$ cat config.mk
export PLATFORM = sky130hd
export DESIGN_NAME = irq3_ctrl
export DESIGN_NICKNAME = d
export VERILOG_FILES = /design/src/rtl/irq3_pkg.sv /design/src/rtl/irq3_pin_sense.sv /design/src/rtl/irq3_evt_flag.sv /design/src/rtl/irq3_arbiter.sv /design/src/rtl/irq3_ctrl.sv
export SDC_FILE = /design/constraint.sdc
export NUM_CORES = 1
export LEC_CHECK = 0
export ABC_AREA = 1
export BUFFER_PORTS_ARGS = -buffer_cell sky130_fd_sc_hd__buf_4
export CAP_MARGIN = 20
export CORE_AREA = 3 3 40 42
export CTS_BUF_LIST = sky130_fd_sc_hd__clkbuf_4 sky130_fd_sc_hd__clkbuf_8
export DETAILED_ROUTE_END_ITERATION = 8
export DIE_AREA = 0 0 43 45
export PLACE_DENSITY = 0.65
export SYNTH_ARGS = -nofsm -noshare
export SYNTH_HDL_FRONTEND = slang
export SYNTH_HIERARCHICAL = 1
export SYNTH_SLANG_ARGS = --single-unit
$ cat constraint.sdc
create_clock -name clk -period 1.5 [get_ports clk]
set_input_delay 0.45 -clock clk [delete_from_list [all_inputs] [get_ports clk]]
set_output_delay 0.45 -clock clk [all_outputs]
set_load 0.05 [all_outputs]
$ cat src/rtl/irq3_pkg.sv
package irq3_pkg;
  localparam int NSRC  = 3;
  localparam int VEC_W = $clog2(NSRC + 1);

  typedef enum logic [1:0] {
    SNS_LOW  = 2'b00,
    SNS_OFF  = 2'b01,
    SNS_FALL = 2'b10,
    SNS_RISE = 2'b11
  } sense_e;

  // source slot order is the priority order
  localparam int SLOT_PIN = 0;
  localparam int SLOT_TMR = 1;
  localparam int SLOT_CMP = 2;
endpackage

$ cat src/rtl/irq3_pin_sense.sv
module irq3_pin_sense
  import irq3_pkg::*;
(
  input  logic       clk,
  input  logic       rst,
  input  logic       pin,
  input  logic [1:0] sense,
  input  logic       clr,
  output logic       pend
);
  logic prev_q;
  logic primed_q;
  logic edge_q;
  logic hit_rise;
  logic hit_fall;
  logic hit_edge;
  logic lvl_req;

  assign hit_rise = primed_q && !prev_q && pin;
  assign hit_fall = primed_q && prev_q && !pin;

  always_comb begin
    hit_edge = 1'b0;
    lvl_req  = 1'b0;
    case (sense_e'(sense))
      SNS_RISE: hit_edge = hit_rise;
      SNS_FALL: hit_edge = hit_fall;
      SNS_LOW:  lvl_req  = !pin;
      default:  ;
    endcase
  end

  always_ff @(posedge clk) begin
    if (rst) begin
      prev_q   <= 1'b1;
      primed_q <= 1'b0;
      edge_q   <= 1'b0;
    end else begin
      prev_q   <= pin;
      primed_q <= 1'b1;
      if (hit_edge)
        edge_q <= 1'b1;
      else if (clr)
        edge_q <= 1'b0;
    end
  end

  assign pend = edge_q || lvl_req;
endmodule

$ cat src/rtl/irq3_evt_flag.sv
module irq3_evt_flag (
  input  logic clk,
  input  logic rst,
  input  logic set,
  input  logic clr,
  output logic flag
);
  // a fresh event outranks a clear in the same cycle
  always_ff @(posedge clk) begin
    if (rst)
      flag <= 1'b0;
    else if (set)
      flag <= 1'b1;
    else if (clr)
      flag <= 1'b0;
  end
endmodule

$ cat src/rtl/irq3_arbiter.sv
module irq3_arbiter
  import irq3_pkg::*;
#(
  parameter int N  = NSRC,
  parameter int VW = VEC_W
) (
  input  logic          clk,
  input  logic          rst,
  input  logic [N-1:0]  pend,
  input  logic [N-1:0]  en,
  input  logic          gie,
  input  logic          ack,
  output logic          irq_req,
  output logic [VW-1:0] irq_vec,
  output logic          gie_clr,
  output logic          wake,
  output logic [N-1:0]  clr
);
  logic [N-1:0]  act;
  logic [VW-1:0] win;
  logic          take;

  assign act  = pend & en;
  assign take = ack && irq_req;

  // lowest slot wins: scan from the top so lower slots overwrite
  always_comb begin
    win = '0;
    for (int i = N - 1; i >= 0; i--) begin
      if (act[i])
        win = VW'(i + 1);
    end
  end

  genvar g;
  generate
    for (g = 0; g < N; g++) begin : g_clr
      assign clr[g] = take && (irq_vec == VW'(g + 1));
    end
  endgenerate

  always_ff @(posedge clk) begin
    if (rst) begin
      irq_req <= 1'b0;
      irq_vec <= '0;
      gie_clr <= 1'b0;
      wake    <= 1'b0;
    end else begin
      gie_clr <= take;
      wake    <= |act;
      if (gie && !take && !gie_clr && (|act)) begin
        irq_req <= 1'b1;
        irq_vec <= win;
      end else begin
        irq_req <= 1'b0;
        irq_vec <= '0;
      end
    end
  end
endmodule

$ cat src/rtl/irq3_ctrl.sv
module irq3_ctrl
  import irq3_pkg::*;
(
  input  logic             clk,
  input  logic             rst,
  input  logic             pin_sync,
  input  logic             tmr_ovf_evt,
  input  logic             cmp_evt,
  input  logic             gie,
  input  logic             en_pin,
  input  logic             en_tmr,
  input  logic             en_cmp,
  input  logic [1:0]       sense_mode,
  input  logic             ack,
  output logic             irq_req,
  output logic [VEC_W-1:0] irq_vec,
  output logic             gie_clr,
  output logic             wake
);
  logic [NSRC-1:0] pend;
  logic [NSRC-1:0] en;
  logic [NSRC-1:0] clr;
  logic [NSRC-1:0] evt;

  assign en[SLOT_PIN]  = en_pin;
  assign en[SLOT_TMR]  = en_tmr;
  assign en[SLOT_CMP]  = en_cmp;
  assign evt[SLOT_PIN] = 1'b0;
  assign evt[SLOT_TMR] = tmr_ovf_evt;
  assign evt[SLOT_CMP] = cmp_evt;

  irq3_pin_sense u_pin (
    .clk   (clk),
    .rst   (rst),
    .pin   (pin_sync),
    .sense (sense_mode),
    .clr   (clr[SLOT_PIN]),
    .pend  (pend[SLOT_PIN])
  );

  genvar s;
  generate
    for (s = SLOT_PIN + 1; s < NSRC; s++) begin : g_evt
      irq3_evt_flag u_flag (
        .clk  (clk),
        .rst  (rst),
        .set  (evt[s]),
        .clr  (clr[s]),
        .flag (pend[s])
      );
    end
  endgenerate

  irq3_arbiter #(.N(NSRC), .VW(VEC_W)) u_arb (
    .clk     (clk),
    .rst     (rst),
    .pend    (pend),
    .en      (en),
    .gie     (gie),
    .ack     (ack),
    .irq_req (irq_req),
    .irq_vec (irq_vec),
    .gie_clr (gie_clr),
    .wake    (wake),
    .clr     (clr)
  );
endmodule

==> reports/metrics.csv <==
stage,metric,value,unit
sta,slew_headroom,0.8744,
sta,tightest_slew,0.1868,ns
clock_tree,cts_sinks,10,
clock_tree,clk_latency,0.26,ns
yosys,synth_cells,62,
setup_path,crit_chain,buf_4,
sta,finalSetupTns,0,ns
setup_path,max_stage_delay,0.35,ns
floorplan,core_area,1285,um2
flow_run,maxCapViolCount,0,
routing,vias,421,
yosys,synth_top_cells_by_area,"dfxtp_1 44%, inv_1 15%, nand2_1 9.0%",
sta,timing.fmax,0.7876,GHz
yosys,synth_ff_type,dfxtp_1,
yosys,synth_compound_area_frac,0.07123,
setup_path,cp-start-kind,flip-flop,
setup_path,arrival,0.82,ns
clock_tree,cts_buffers,3,
sta,setup_viol,0,
yosys,synth_commonest_cells,"18 x inv_1, 11 x nand2_1, 10 x dfxtp_1",
layout,multiInputGateArea,185.2,um2
routing,first_iter_violations,6,
pwr,power_density,917.5,nW/um2
yosys,muxShareOfSynthArea,0,
sta,rsz0062_at_grt,false,
setup_path,critPathBufInv,1,
floorplan,rows,13,
setup_path,crit_path_end_kind,output pin,
layout,diodes,0,
clock_tree,cts_buffer_depth,2,
yosys,async_flop_share,0,
yosys,synth_edf_count,0,
grt,grt_use_total,0.1161,
sta,setup_ws,0.2303,ns
sta,hold_violations,0,
placement,io_buffers,16,
yosys,synth_fp_nets,74,
clock_tree,ctsResizeCount,0,
placement,place_area,595.6,um2
setup_path,critical_path_class,reg -> out,
floorplan,die-height,45,um
clock_tree,root_buffer,clkbuf_4,
clock_tree,hold_buffers,0,
setup_path,worst_ep_required_time,1.05,ns
grt,grt_antenna_before_repair,0,
sta,post-route-period-util,0.8465,
routing,drc,0,
sta,final.setup_skew,0.0002337,ns
grt,grt_pass1_vias,398,
yosys,yosys_warnings,6,
yosys,yosysUniqueCellTypes,17,
yosys,synth_top_area_frac,0.4384,
routing,via_per_inst,4.385,
placement,place_ws,0.2477,ns
min_path,hold_path_class,in -> reg,
clock_tree,htreeDepth,1,
routing,firstDrtPassIters,5,
yosys,ys_seq_area_frac,0.4384,
placement,place.gp.congestion,0.8027,
setup_path,crit_slowest_cell,dfxtp_1,
layout,register_area,200.2,um2
layout,syn_to_final_growth,35.34,%
layout,fin_nets,95,
setup_path,worstPathMaxFanout,3,
yosys,syn_area_per_cell,7.366,um2
floorplan,initial_core_util,0.3554,
yosys,synth-xor-area-share,0,
clock_tree,cts_tree,done,
yosys,synth_fa_ha_area_frac,0,
routing,wl,897,um
floorplan,dieArea,1935,um2
yosys,synthSimpleGateAreaFrac,0.3342,
floorplan,fp.dieW,43,um
yosys,synth_top_family_by_area,simple AND/OR/NAND/NOR gates,
yosys,post-synth-top-count-cell,inv_1,
routing,ant_nets,0,
routing,wl_per_cell,9.344,um
sta,drv_slew,0,
grt,grt_overflow_total,0,
sta,fin_crit,1.270,ns
layout,fillers,148,
setup_path,path_delay_family,flip-flops,
grt,grt_max_degree,7,
pwr,p_leak,0.3453,nW
layout,drive_gt1_frac,0.3457,
pwr,max-vdd-ir-drop,363.1,uV
floorplan,ios,17,
placement,hpwlAfterDp,718.4,um
yosys,ys_seq_elements,10,
layout,finalInstanceArea,618.1,um2
grt,grt_pass1_wl,1600,um
clock_tree,post_cts_buffers,0,
yosys,netlist_area,456.7,um2
clock_tree,clk_pin_slew_worst_paths,0.06,ns
yosys,yosysTopAreaCell,dfxtp_1,
layout,final_core_util,0.4810,
status,outcome,completed,
state kept, by name, summed over array words and instances, names as in the netlist:
register,flops
g_evt.u_flag/flag,2
u_arb/gie_clr,1
u_arb/irq_req,1
u_arb/irq_vec,2
u_arb/wake,1
u_pin/edge_q,1
u_pin/prev_q,1
u_pin/primed_q,1
final timing paths:
check	start	endpoint	slack, ns	cells after the start
worst max register to register	u_arb/irq_req	u_pin/edge_q	0.52	6
worst max-delay path	u_arb/irq_vec[1]	irq_vec[1]	0.23	1
worst min register to register	g_evt[2].u_flag/flag	g_evt[2].u_flag/flag	0.47	2
worst min-delay path	rst	g_evt[1].u_flag/flag	0.39	2
cell type report:
class | instances | share of cell area
Multi-Input combinational cell | 33 | 0.2996
Inverter | 19 | 0.1154
Tap cell | 15 | 0.03036
Sequential cell | 10 | 0.3239
Timing Repair Buffer | 16 | 0.1943
Clock buffer | 3 | 0.03644
kinds of logic after synthesis:
kind of cell,after synthesis
DFF,10
buffers and inverters,19
AOI/OAI and AO/OA,4
and+or+nand+nor,29
cells in the final DEF, fill, tap and decap left out:
cell and instances:
buf_4 16, nor2_1 5, nor2_4 1, nand2_2 1, nand2_4 1, inv_2 1
nand2_1 11, o31ai_1 1, nor3_1 3, nand3_1 2, a21boi_0 1, or2_0 1
dfxtp_1 10, nand3_2 2, nand4_1 1, inv_1 18, or2_2 1, clkbuf_4 3
a21oi_2 2
power breakdown:
group	internal, mW	switching (mW)
clock	0.0927	0.0897
combinational	0.0435	0.0563
sequential	0.279	0.00604
metal layers:
| metal | global-route usage | vias up | part of all wire |
|---|---|---|---|
| met2 | 0.1617 | 17 | 0.43 |
| met5 | 0 | - | 0 |
| met3 | 0.02789 | 4 | 0.086 |
| met1 | 0.1460 | 180 | 0.46 |
| met4 | 0.1084 | 0 | 0.029 |
| li1 | - | 220 | - |
metrics by stage:
step / total power [mW] / hold WS [ns] / cells
4_1_cts: 0.5758 / 0.3900 / 96
3_3_place_gp: 0.3897 / 0.4563 / 93
5_1_grt: 0.6028 / 0.3838 / 96
2_1_floorplan: 0.3483 / 0.4415 / 62
3_5_place_dp: 0.3912 / 0.4603 / 93
6_report: 0.5671 / 0.3911 / 96
No activity file was read; power rests on OpenSTA's default activity.
